==> src/rtl/tmr_slave_pkg.sv <==
package tmr_slave_pkg;
  typedef enum logic [2:0] {
    SM_OFF    = 3'd0,
    SM_ENC_B  = 3'd1,
    SM_ENC_A  = 3'd2,
    SM_ENC_AB = 3'd3,
    SM_RESET  = 3'd4,
    SM_GATED  = 3'd5,
    SM_START  = 3'd6,
    SM_EXTCLK = 3'd7
  } slave_mode_e;

  function automatic logic is_enc_mode(slave_mode_e m);
    return (m == SM_ENC_B) || (m == SM_ENC_A) || (m == SM_ENC_AB);
  endfunction
endpackage

==> src/rtl/tmr_sync.sv <==
module tmr_sync #(
  parameter int WIDTH  = 10,
  parameter int STAGES = 2
) (
  input  logic             clk_i,
  input  logic             rst_ni,
  input  logic [WIDTH-1:0] d_i,
  output logic [WIDTH-1:0] q_o
);
  logic [WIDTH-1:0] stage_q [STAGES];

  for (genvar s = 0; s < STAGES; s++) begin : g_stage
    always_ff @(posedge clk_i or negedge rst_ni) begin
      if (!rst_ni) stage_q[s] <= '0;
      else if (s == 0) stage_q[s] <= d_i;
      else stage_q[s] <= stage_q[(s == 0) ? 0 : s-1];
    end
  end

  assign q_o = stage_q[STAGES-1];
endmodule

==> src/rtl/tmr_edge.sv <==
module tmr_edge #(
  parameter int WIDTH = 10
) (
  input  logic             clk_i,
  input  logic             rst_ni,
  input  logic [WIDTH-1:0] d_i,
  output logic [WIDTH-1:0] cur_o,
  output logic [WIDTH-1:0] prev_o
);
  logic [WIDTH-1:0] prev_q;

  always_ff @(posedge clk_i or negedge rst_ni) begin
    if (!rst_ni) prev_q <= '0;
    else prev_q <= d_i;
  end

  assign cur_o  = d_i;
  assign prev_o = prev_q;
endmodule

==> src/rtl/tmr_quad_dec.sv <==
module tmr_quad_dec
  import tmr_slave_pkg::*;
(
  input  slave_mode_e mode_i,
  input  logic        a_cur_i,
  input  logic        a_prev_i,
  input  logic        b_cur_i,
  input  logic        b_prev_i,
  output logic        step_o,
  output logic        up_o
);
  logic a_chg, b_chg, step_a, step_b, up_a, up_b;

  assign a_chg  = a_cur_i ^ a_prev_i;
  assign b_chg  = b_cur_i ^ b_prev_i;
  // both moving in one cycle is an illegal transition
  assign step_a = a_chg & ~b_chg;
  assign step_b = b_chg & ~a_chg;
  assign up_a   = a_cur_i != b_cur_i;
  assign up_b   = b_cur_i == a_cur_i;

  always_comb begin
    step_o = 1'b0;
    up_o   = 1'b1;
    unique case (mode_i)
      SM_ENC_B: begin
        step_o = step_b;
        up_o   = up_b;
      end
      SM_ENC_A: begin
        step_o = step_a;
        up_o   = up_a;
      end
      SM_ENC_AB: begin
        step_o = step_a | step_b;
        up_o   = step_a ? up_a : up_b;
      end
      default: ;
    endcase
  end
endmodule

==> src/rtl/tmr_slave_ctrl.sv <==
module tmr_slave_ctrl
  import tmr_slave_pkg::*;
#(
  parameter int NUM_TRIG    = 8,
  parameter int SEL_W       = 3,
  parameter int SYNC_STAGES = 2
) (
  input  logic                clk_i,
  input  logic                rst_ni,
  input  logic [2:0]          mode_i,
  input  logic [SEL_W-1:0]    tsel_i,
  input  logic [NUM_TRIG-1:0] trig_i,
  input  logic                enc_a_i,
  input  logic                enc_b_i,
  output logic                cnt_en_o,
  output logic                cnt_dir_o,
  output logic                cnt_rst_o,
  output logic                cnt_start_o
);
  localparam int IN_W       = NUM_TRIG + 2;
  localparam int TRIG_SPAN  = 1 << SEL_W;

  slave_mode_e mode;
  assign mode = slave_mode_e'(mode_i);

  logic [IN_W-1:0] raw_in, sync_in, cur_in, prev_in;
  assign raw_in = {enc_a_i, enc_b_i, trig_i};

  tmr_sync #(.WIDTH(IN_W), .STAGES(SYNC_STAGES)) u_sync (
    .clk_i (clk_i),
    .rst_ni(rst_ni),
    .d_i   (raw_in),
    .q_o   (sync_in)
  );

  tmr_edge #(.WIDTH(IN_W)) u_edge (
    .clk_i (clk_i),
    .rst_ni(rst_ni),
    .d_i   (sync_in),
    .cur_o (cur_in),
    .prev_o(prev_in)
  );

  // trigger selection over a select-sized span, unused slots read low
  logic [TRIG_SPAN-1:0] trig_cur_ext, trig_prev_ext;
  always_comb begin
    trig_cur_ext  = '0;
    trig_prev_ext = '0;
    trig_cur_ext[NUM_TRIG-1:0]  = cur_in[NUM_TRIG-1:0];
    trig_prev_ext[NUM_TRIG-1:0] = prev_in[NUM_TRIG-1:0];
  end

  logic trig_lvl, trig_rise;
  assign trig_lvl  = trig_cur_ext[tsel_i];
  assign trig_rise = trig_lvl & ~trig_prev_ext[tsel_i];

  logic enc_step, enc_up;
  tmr_quad_dec u_quad (
    .mode_i  (mode),
    .a_cur_i (cur_in[IN_W-1]),
    .a_prev_i(prev_in[IN_W-1]),
    .b_cur_i (cur_in[IN_W-2]),
    .b_prev_i(prev_in[IN_W-2]),
    .step_o  (enc_step),
    .up_o    (enc_up)
  );

  logic dir_q, started_q;

  always_ff @(posedge clk_i or negedge rst_ni) begin
    if (!rst_ni) begin
      dir_q     <= 1'b1;
      started_q <= 1'b0;
    end else begin
      if (is_enc_mode(mode) && enc_step) dir_q <= enc_up;
      started_q <= (mode == SM_START) && (started_q || trig_rise);
    end
  end

  always_comb begin
    cnt_en_o    = 1'b0;
    cnt_dir_o   = 1'b1;
    cnt_rst_o   = 1'b0;
    cnt_start_o = 1'b0;
    unique case (mode)
      SM_OFF: cnt_en_o = 1'b1;
      SM_ENC_B, SM_ENC_A, SM_ENC_AB: begin
        cnt_en_o  = enc_step;
        cnt_dir_o = enc_step ? enc_up : dir_q;
      end
      SM_RESET: begin
        cnt_en_o  = 1'b1;
        cnt_rst_o = trig_rise;
      end
      SM_GATED: cnt_en_o = trig_lvl;
      SM_START: begin
        cnt_en_o    = started_q | trig_rise;
        cnt_start_o = trig_rise;
      end
      SM_EXTCLK: cnt_en_o = trig_rise;
      default: ;
    endcase
  end
endmodule

==> config.mk <==
export PLATFORM = sky130hd
export DESIGN_NAME = tmr_slave_ctrl
export DESIGN_NICKNAME = d
export VERILOG_FILES = /design/src/rtl/tmr_slave_pkg.sv /design/src/rtl/tmr_sync.sv /design/src/rtl/tmr_edge.sv /design/src/rtl/tmr_quad_dec.sv /design/src/rtl/tmr_slave_ctrl.sv
export SDC_FILE = /design/constraint.sdc
export NUM_CORES = 1
export LEC_CHECK = 0
export BUFFER_PORTS_ARGS = -buffer_cell sky130_fd_sc_hd__buf_2
export CAP_MARGIN = 40
export CORE_MARGIN = 1.5
export CORE_UTILIZATION = 55
export CTS_CLUSTER_DIAMETER = 120
export DETAILED_ROUTE_END_ITERATION = 10
export PLACE_DENSITY = 0.78
export RECOVER_POWER = 50
export SYNTH_ARGS = -nofsm -noshare
export SYNTH_HDL_FRONTEND = slang
export SYNTH_HIERARCHICAL = 1
export SYNTH_SLANG_ARGS = --single-unit
==> constraint.sdc <==
create_clock -name clk_i -period 3.6 [get_ports clk_i]
set_input_delay 0.36 -clock clk_i [delete_from_list [all_inputs] [get_ports clk_i]]
set_output_delay 0.36 -clock clk_i [all_outputs]
set_load 0.02 [all_outputs]
==> results.toml, run 1 <==
[outcome]
status = "complete, but fails checks"
violations = "capacitance limit, slew limit"

[floorplanning]
num_rows = 17
dieArea_um2 = 2720
coreArea_um2 = 2250
io_pins = 22
start_util_pct = 59.0
fp.dieH_um = 52.2
die_w_um = 52.2

[detailed_routing]
avgRoutedWirePerCell_um = 11.9
first_iter_violations = 7
first_pass_iters = 5
vias = 704
viasPerCell = 5.10
ant_nets = 0
routed_wl_um = 1650
drc_errors = 0

[logic_synthesis]
ys_ff_latch = 32
synth_top_area_share_pct = 58.3
synth-edff-count = 0
synth_top_area_cell = "dfrtp_1"
yosysSeqAreaShare_pct = 60.3
postSynthCellCount = 102
ys_top_cells_by_count = "dfrtp_1 (31), buf_4 (20), mux2i_1 (9)"
synth_area_leaders = "dfrtp_1 (58%), buf_4 (11%), mux2i_1 (6.8%)"
yosys_warnings = 6
synth_most_common_cell = "dfrtp_1"
syn_nets = 122
ys_types = 25
ys.flop_type = "dfrtp_1"
synth-async-reset-ratio_pct = 100
syn_area_per_cell_um2 = 13.0
synth_area_um2 = 1330

[critical_path]
crit_required_ns = 3.24
rrSetupSlack_ns = 1.44
r2r_cells = 9
startpoint_type = "flop"
critPathKind = "flop to output pin"
critical_path.max_fanout = 3
arrival_ns = 2.41
cp-end-kind = "output pin"

[cts]
cts.sinks = 32
post_cts_buffers = 0
cts-root-buf = "clkbuf_4"
path_clk_slew_ns = 0.09
cts_buffer_depth = 2
cts_resized = 0
h-tree-depth = 2
cts_buffers = 5
ctsHoldBuffers = 0
cts_tree = "done"
clock_latency_ns = 0.31

[place]
pre_cts_ws_ns = 1.18
io_buffers = 21
routabilityCongestion = 0.767

[power_and_ir_drop]
ir_worst_vdd_mv = 0.363
power_density_nw_per_um2 = 538
p_leak_uw = 0.000670

[layout]
antenna-diode-count = 0
multi_input_area_um2 = 352
nets = 129
syn2layout_area_growth_pct = 5.46
seq_area_um2 = 802
fillers = 192
drive_gt1_share_pct = 30.0
final_core_util_pct = 62.2

[sta]
setup_viol_count_final = 0
finClkSkew_ns = 0.00660
max_freq_mhz = 361
period_share_pct = 76.9
slew_violations = 33
post-route-min-period_ns = 2.77
fin_setup_tns_ns = 0
worst_pin_slew_ns = 1.53
finalHoldViolCount = 0
rsz0062_at_grt = "false"
worst_slack_ns = 0.832
slew_headroom_pct = -1.73

[worst_hold_path]
hp-class = "input pin to flop"
worstHoldPathCells = 1

[global_routing]
antenna_found_initial = 0
grt_pass1_vias = 695
grt_pass1_wl_um = 2860
grt.overflow.total = 0
grt_max_degree = 33
grt.total_usage_pct = 15.3

[job]
drv_cap = 1
## through the flow
stage	hold WS [ns]	cell area (um2)	power [uW]	cells
finish	0.149	1400	754	138
global route	0.114	1400	799	138
CTS	0.0697	1400	766	138
detailed placement	0.336	1310	473	130
global placement	0.333	1310	468	130
floorplan	0.0644	1330	457	102
## cell type report
cell class                 instances  share of cell area (%)
multi-input combinational         45                    25.1
inverter                           4                    1.07
timing repair buffer              21                    7.40
clock inverter                     1                    2.14
tap                               28                    2.50
sequential                        32                    57.2
clock buffer                       7                    4.64
## where the power goes
part / internal (uW) / switching, uW
sequential: 382 / 7.93
combinational: 32.8 / 41.5
clock: 184 / 105
total: 599 / 155
## metal layers
metal	track usage [%]	routed length [um]
met5	0	0
met4	6.41	12
met3	6.86	112
met2	27.2	867
met1	15.4	654
## cell families after synthesis
| group | count (synthesis) | share of synthesized area [%] |
|---|---|---|
| compound gates | 11 | 5.27 |
| xor+xnor | 3 | 1.98 |
| simple gates | 17 | 7.15 |
| mux | 12 | 10.2 |
| buf+inv | 25 | 13.3 |
| fa+ha+maj | 2 | 1.88 |
| flops | 32 | 60.3 |
## critical path, stage by stage, from the launching register on
cell and delay (ns):
dfrtp_1 0.42, xor2_1 0.20, inv_1 0.06, ha_1 0.27, inv_1 0.05, mux2i_1 0.06, a211oi_1 0.39, nand2b_1 0.17
o21ai_0 0.12, a31oi_1 0.06, o22ai_1 0.12, buf_2 0.18
## sequential cells by signal, indices dropped and copies added (netlist names)
| register | flops |
|---|---|
| u_edge/prev_o | 10 |
| u_sync/q_o | 10 |
| dir_q | 1 |
| started_q | 1 |
| u_sync/stage_q | 10 |
## placed cells by master, fill, tap and decap left out
cell       Yosys  layout
clkbuf_1       0       1
nand3_1        1       1
clkbuf_4       0       5
nor4b_2        1       1
buf_2          0      20
bufinv_16      0       1
nand2b_1       1       1
ha_1           2       2
mux4_2         1       1
nand2_1        3       3
mux2_2         2       2
clkbuf_8       0       2
a22oi_1        1       1
o21ai_0        1       1
dfstp_2        1       1
a211oi_1       2       2
nor4b_1        1       1
a2bb2oi_1      1       1
mux2i_1        9       9
o22ai_1        1       1
a21oi_1        3       3
a31oi_1        2       2
nor2_1         6       6
xor2_1         3       3
nor2b_1        3       3
nand3b_1       1       1
dfrtp_1       31      31
inv_1          4       4
## path summary, 6_finish.rpt
path | start | endpoint
min in group asynchronous | rst_ni | u_sync/stage_q[16]$_DFF_PN0_
setup reg to reg | u_sync/q_o[8]$_DFF_PN0_ | dir_q$_DFFE_PN1P_
hold reg to reg | u_sync/stage_q[18]$_DFF_PN0_ | u_sync/q_o[8]$_DFF_PN0_
hold / removal | trig_i[2] | u_sync/stage_q[12]$_DFF_PN0_
max in group asynchronous | rst_ni | u_sync/stage_q[18]$_DFF_PN0_
setup / recovery | u_sync/q_o[8]$_DFF_PN0_ | cnt_en_o
(Power assumes the default switching activity.)
==> inputs of run 2 (changes only) <==
--- a/config.mk
+++ b/config.mk
@@ -8,10 +8,10 @@
 export BUFFER_PORTS_ARGS = -buffer_cell sky130_fd_sc_hd__buf_2
 export CAP_MARGIN = 40
 export CORE_MARGIN = 1.5
-export CORE_UTILIZATION = 55
+export CORE_UTILIZATION = 49
 export CTS_CLUSTER_DIAMETER = 120
 export DETAILED_ROUTE_END_ITERATION = 10
-export PLACE_DENSITY = 0.78
+export PLACE_DENSITY = 0.74
 export RECOVER_POWER = 50
 export SYNTH_ARGS = -nofsm -noshare
 export SYNTH_HDL_FRONTEND = slang
==> constraint.sdc (replaced) <==
create_clock -name clk_i -period 2.4 [get_ports clk_i]
set_input_delay 0.24 -clock clk_i [delete_from_list [all_inputs] [get_ports clk_i]]
set_output_delay 0.24 -clock clk_i [all_outputs]
set_load 0.02 [all_outputs]
==> run 2 against run 1 <==
The run ends with capacitance limit, slew limit, setup timing left. Combinational power up 78%. Via count up 3.0%. Clock power up 31%. Total power up 46%. Cell count up 8.0%. Critical path depth unchanged. Sequential power up 50%. Sequential share of layout area down 2.7 points. Largest cell class unchanged. Highest routed layer unchanged.
==> results.toml, run 2 (synthesis gave the netlist of run 1 again) <==
[outcome]
status = "complete, but fails checks"
violations = "capacitance limit, slew limit, setup timing"

[critical_path]
crit_path_max_incr_delay_ns = 0.41
crit_required_ns = 2.16
cpMostUsedCell = "inv_1"
path_delay_family = "compound AO/OA/AOI/OAI gates"
crit_buf_inv = 3
rrSetupSlack_ns = 0.20
cp-end-kind = "output pin"
cp_cell_sequence = "xor2_2 -> inv_1 -> ha_1 -> inv_1 -> mux2i_1 -> a211oi_2 -> nand2b_1 -> o21ai_1 -> a31oi_1 -> o22ai_1 -> buf_4"
critPathKind = "flop to output pin"
startpoint_type = "flop"
critical_path.max_fanout = 3
arrival_ns = 2.21
critical_path.slowest_cell = "dfrtp_1"

[layout]
drive_gt1_share_pct = 32.8
final_core_util_pct = 58.4
syn2layout_area_growth_pct = 10.7
seq_area_um2 = 802
nets = 138
multi_input_area_um2 = 364
antenna-diode-count = 0
fillers = 219
fin_area_um2 = 1470
layout_common_cells = "dfrtp_1 (31), buf_2 (18), mux2i_1 (9)"
final_common_cell = "dfrtp_1"

[cts]
cts_buffers = 5
h-tree-depth = 2
clock_latency_ns = 0.32
path_clk_slew_ns = 0.10
cts-root-buf = "clkbuf_4"
cts_tree = "done"
cts.sinks = 32
cts_buffer_depth = 2

[floorplanning]
fp.dieH_um = 55.1
num_rows = 18
die_w_um = 55.1
dieArea_um2 = 3040
coreArea_um2 = 2520
start_util_pct = 52.7
io_pins = 22

[global_routing]
grt_pass1_vias = 704
grt.overflow.total = 0
grt.total_usage_pct = 13.4
antenna_found_initial = 0
grt_max_degree = 33
met1_usage_pct = 12.7
use_met3_pct = 5.11
grt_pass1_wl_um = 2700
grt_busiest_layer = "met2"
met2_usage_pct = 24.0

[detailed_routing]
first_iter_violations = 8
viasPerCell = 4.87
drc_errors = 0
vias = 725
avgRoutedWirePerCell_um = 11.6
routed_wl_um = 1720
ant_nets = 0
first_pass_iters = 4

[sta]
rsz0062_at_grt = "true"
period_share_pct = 102
max_freq_mhz = 407
setup_viol_count_final = 2
post-route-min-period_ns = 2.45
worst_slack_ns = -0.0540
slew_headroom_pct = -5.19
worst_pin_slew_ns = 1.58
finClkSkew_ns = 0.0138
finalHoldViolCount = 0
slew_violations = 33
whs_ns = 0.0268

[power_and_ir_drop]
p_seq_share_pct = 53.3
ir_worst_vdd_mv = 0.681
share_comb_of_total_power_pct = 12.0
intPower_uw = 856
p_clk_share_pct = 34.7
p_sw_share_pct = 22.0
p_total_uw = 1100
power_density_nw_per_um2 = 746
p_sw_uw = 242
p_leak_uw = 0.000701

[worst_hold_path]
hp-class = "input pin to flop"

[place]
hpwlAfterDp_um = 1160
io_buffers = 21
dpl_cell_area_um2 = 1310
routabilityCongestion = 0.715

[job]
drv_cap = 1
[run 2: through the flow]
step | cells | setup TNS, ns | setup slack [ns]
after floorplan | 102 | 0 | 0.0525
after global routing | 149 | -0.319 | -0.179
after detailed placement | 132 | 0 | 0.119
after global placement | 132 | 0 | 0.255
final | 149 | -0.0786 | -0.0540
after CTS | 145 | -0.0394 | -0.0394
[run 2: cell type report]
type,instances,share of cell area (%)
flip-flops and latches,32,54.5
multi-input cells,45,24.7
repair buffers,30,12.1
clock buffers,6,2.80
well taps,30,2.55
clock inverters,2,2.38
inverters,4,1.02
[run 2: per-layer routing]
| layer | vias up | wire length, um |
|---|---|---|
| met5 | - | 0 |
| met4 | 0 | 45 |
| met3 | 5 | 106 |
| met2 | 22 | 890 |
| met1 | 342 | 681 |
| li1 | 356 | - |
[run 2: power groups by stage]
stage	Combinational, uW	Clock (uW)	Sequential (uW)
after CTS	123	393	585
after global routing	146	420	590
after floorplan	94.9	0	591
after detailed placement	112	0	597
after global placement	108	0	594
final	132	381	585
[run 2: what timing repair did]
item / in CTS / in global routing
hold endpoints to repair: 31 / 1
setup buffers: 4 / 3
setup endpoints to repair: 2 / 2
hold buffers: 1 / 1
gates resized for setup: 3 / 3
pin swaps: 2 / 2
[run 2: final timing paths]
path                                               from                            to  cells past startpoint
setup / recovery             u_edge/prev_o[8]$_DFF_PN0_                      cnt_en_o                     11
hold / removal                                trig_i[6]  u_sync/stage_q[16]$_DFF_PN0_                      1
setup reg to reg             u_edge/prev_o[8]$_DFF_PN0_             dir_q$_DFFE_PN1P_                     11
hold reg to reg            u_sync/stage_q[18]$_DFF_PN0_       u_sync/q_o[8]$_DFF_PN0_                      0
max in group asynchronous                        rst_ni  u_sync/stage_q[18]$_DFF_PN0_                      2
min in group asynchronous                        rst_ni    u_edge/prev_o[5]$_DFF_PN0_                      2
==> inputs of run 3 (changes only) <==
--- a/config.mk
+++ b/config.mk
@@ -8,10 +8,10 @@
 export BUFFER_PORTS_ARGS = -buffer_cell sky130_fd_sc_hd__buf_2
 export CAP_MARGIN = 40
 export CORE_MARGIN = 1.5
-export CORE_UTILIZATION = 49
+export CORE_UTILIZATION = 54
 export CTS_CLUSTER_DIAMETER = 120
 export DETAILED_ROUTE_END_ITERATION = 10
-export PLACE_DENSITY = 0.74
+export PLACE_DENSITY = 0.77
 export RECOVER_POWER = 50
 export SYNTH_ARGS = -nofsm -noshare
 export SYNTH_HDL_FRONTEND = slang
==> constraint.sdc (replaced) <==
create_clock -name clk_i -period 2.6 [get_ports clk_i]
set_input_delay 0.26 -clock clk_i [delete_from_list [all_inputs] [get_ports clk_i]]
set_output_delay 0.26 -clock clk_i [all_outputs]
set_load 0.02 [all_outputs]
==> run 3 against run 2 <==
Largest cell class unchanged. Sequential share of layout area grew 2.9 points. Cell count fell by 6.0%. The run ends with capacitance limit, slew limit left. Clock skew down 0.0081 ns.
==> results.toml, run 3 (synthesis gave the netlist of run 1 again) <==
[critical_path]
cp_cell_sequence = "xor2_2 -> inv_1 -> ha_1 -> inv_1 -> mux2i_1 -> a211oi_2 -> nand2b_1 -> o21ai_0 -> a31oi_1 -> o22ai_1 -> buf_4"
critPathKind = "flop to output pin"
startpoint_type = "flop"
reg2reg_to = "dir_q$_DFFE_PN1P_"
critical_path.slowest_cell = "dfrtp_1"
cpMostUsedCell = "inv_1"
rrSetupSlack_ns = 0.64
critPathLaunch = "u_edge/prev_o[8]$_DFF_PN0_"
crit_buf_inv = 3
r2r-start = "u_edge/prev_o[8]$_DFF_PN0_"
path_delay_family = "compound AO/OA/AOI/OAI gates"
cp-end-kind = "output pin"
crit_required_ns = 2.34
arrival_ns = 2.23
crit_path_max_incr_delay_ns = 0.41
r2r_cells = 9
critical_path.max_fanout = 3

[layout]
layout_common_cells = "dfrtp_1 (31), buf_2 (19), mux2i_1 (9)"
final_common_cell = "dfrtp_1"
fillers = 191
nets = 132
final_core_util_pct = 61.4
antenna-diode-count = 0
drive_gt1_share_pct = 31.3
syn2layout_area_growth_pct = 5.08

[sta]
worst_slack_ns = 0.109
max_freq_mhz = 401
finClkSkew_ns = 0.00564
slew_headroom_pct = -4.38
period_share_pct = 95.8
finalHoldViolCount = 0
worst_pin_slew_ns = 1.57
slew_violations = 33
post-route-min-period_ns = 2.49
setup_viol_count_final = 0

[worst_hold_path]
hold-path-endpoint = "u_sync/stage_q[13]$_DFF_PN0_"
hp-class = "input pin to flop"
worstHoldPathCells = 1
min_from = "trig_i[3]"

[place]
routabilityCongestion = 0.751
hpwlAfterDp_um = 1160
pre_cts_ws_ns = 0.336
io_buffers = 21

[cts]
path_clk_slew_ns = 0.09
cts_buffer_depth = 2
cts-root-buf = "clkbuf_4"
clock_latency_ns = 0.31
h-tree-depth = 2
cts.sinks = 32
cts_tree = "done"
cts_buffers = 5

[floorplanning]
dieArea_um2 = 2770
io_pins = 22
die_w_um = 52.6
num_rows = 17
coreArea_um2 = 2280
fp.dieH_um = 52.6
start_util_pct = 58.4

[detailed_routing]
first_iter_violations = 7
routed_wl_um = 1670
vias = 712
viasPerCell = 5.09
first_pass_iters = 2
avgRoutedWirePerCell_um = 11.9
ant_nets = 0
drc_errors = 0

[power_and_ir_drop]
p_leak_uw = 0.000661
ir_worst_vdd_mv = 0.498
power_density_nw_per_um2 = 639

[global_routing]
grt.overflow.total = 0
grt_pass1_wl_um = 2800
antenna_found_initial = 0
grt.total_usage_pct = 15.0
grt_pass1_vias = 687
grt_max_degree = 33

[outcome]
status = "complete, but fails checks"
violations = "capacitance limit, slew limit"

[job]
drv_cap = 1
-- run 3: worst max path at each step --
stage / end / cells past startpoint
after global placement: cnt_en_o / 11
after CTS: cnt_en_o / 11
final: cnt_en_o / 11
after global routing: cnt_en_o / 11
after floorplan: cnt_en_o / 12
after detailed placement: cnt_en_o / 11
-- run 3: power breakdown --
group / total [uW] / switching [uW] / internal, uW
registers: 541 / 11.3 / 529
clock network: 241 / 141 / 99.3
logic: 112 / 60.4 / 51.2
-- run 3: metrics by stage --
| step | total power, uW | area [um2] | TNS (ns) | std cells | hold slack (ns) |
|---|---|---|---|---|---|
| 6_report | 893 | 1400 | 0 | 140 | 0.0479 |
| 5_1_grt | 940 | 1400 | -0.00911 | 140 | 0.0183 |
| 4_1_cts | 900 | 1370 | 0 | 138 | 0.0285 |
| 3_5_place_dp | 654 | 1310 | 0 | 130 | 0.333 |
| 3_3_place_gp | 648 | 1310 | 0 | 130 | 0.319 |
| 2_1_floorplan | 633 | 1330 | 0 | 102 | -0.0356 |
-- run 3: cell type report --
type	count	area [um2]	share of cell area [%]
clock buffers	6	41.3	2.95
clock inverters	1	5.00	0.358
inverters	4	15.0	1.07
multi-input cells	45	372	26.6
flip-flops and latches	32	802	57.4
well taps	28	35.0	2.51
repair buffers	24	128	9.13
-- run 3: timing repair --
action,4_1_cts,5_1_grt
endpoints found under the setup margin,1,1
hold buffers,1,0
gates resized for setup,1,3
endpoints found under the hold margin,31,0
buffers inserted,0,2
pin swaps,0,2
-- run 3: per-layer routing --
| layer | track usage [%] | part of all wire, % | vias up |
|---|---|---|---|
| met5 | 0 | 0 | - |
| met4 | 7.69 | 1.4 | 0 |
| met3 | 6.86 | 5.5 | 5 |
| met2 | 26.7 | 52 | 21 |
| met1 | 14.3 | 41 | 347 |
| li1 | - | - | 339 |
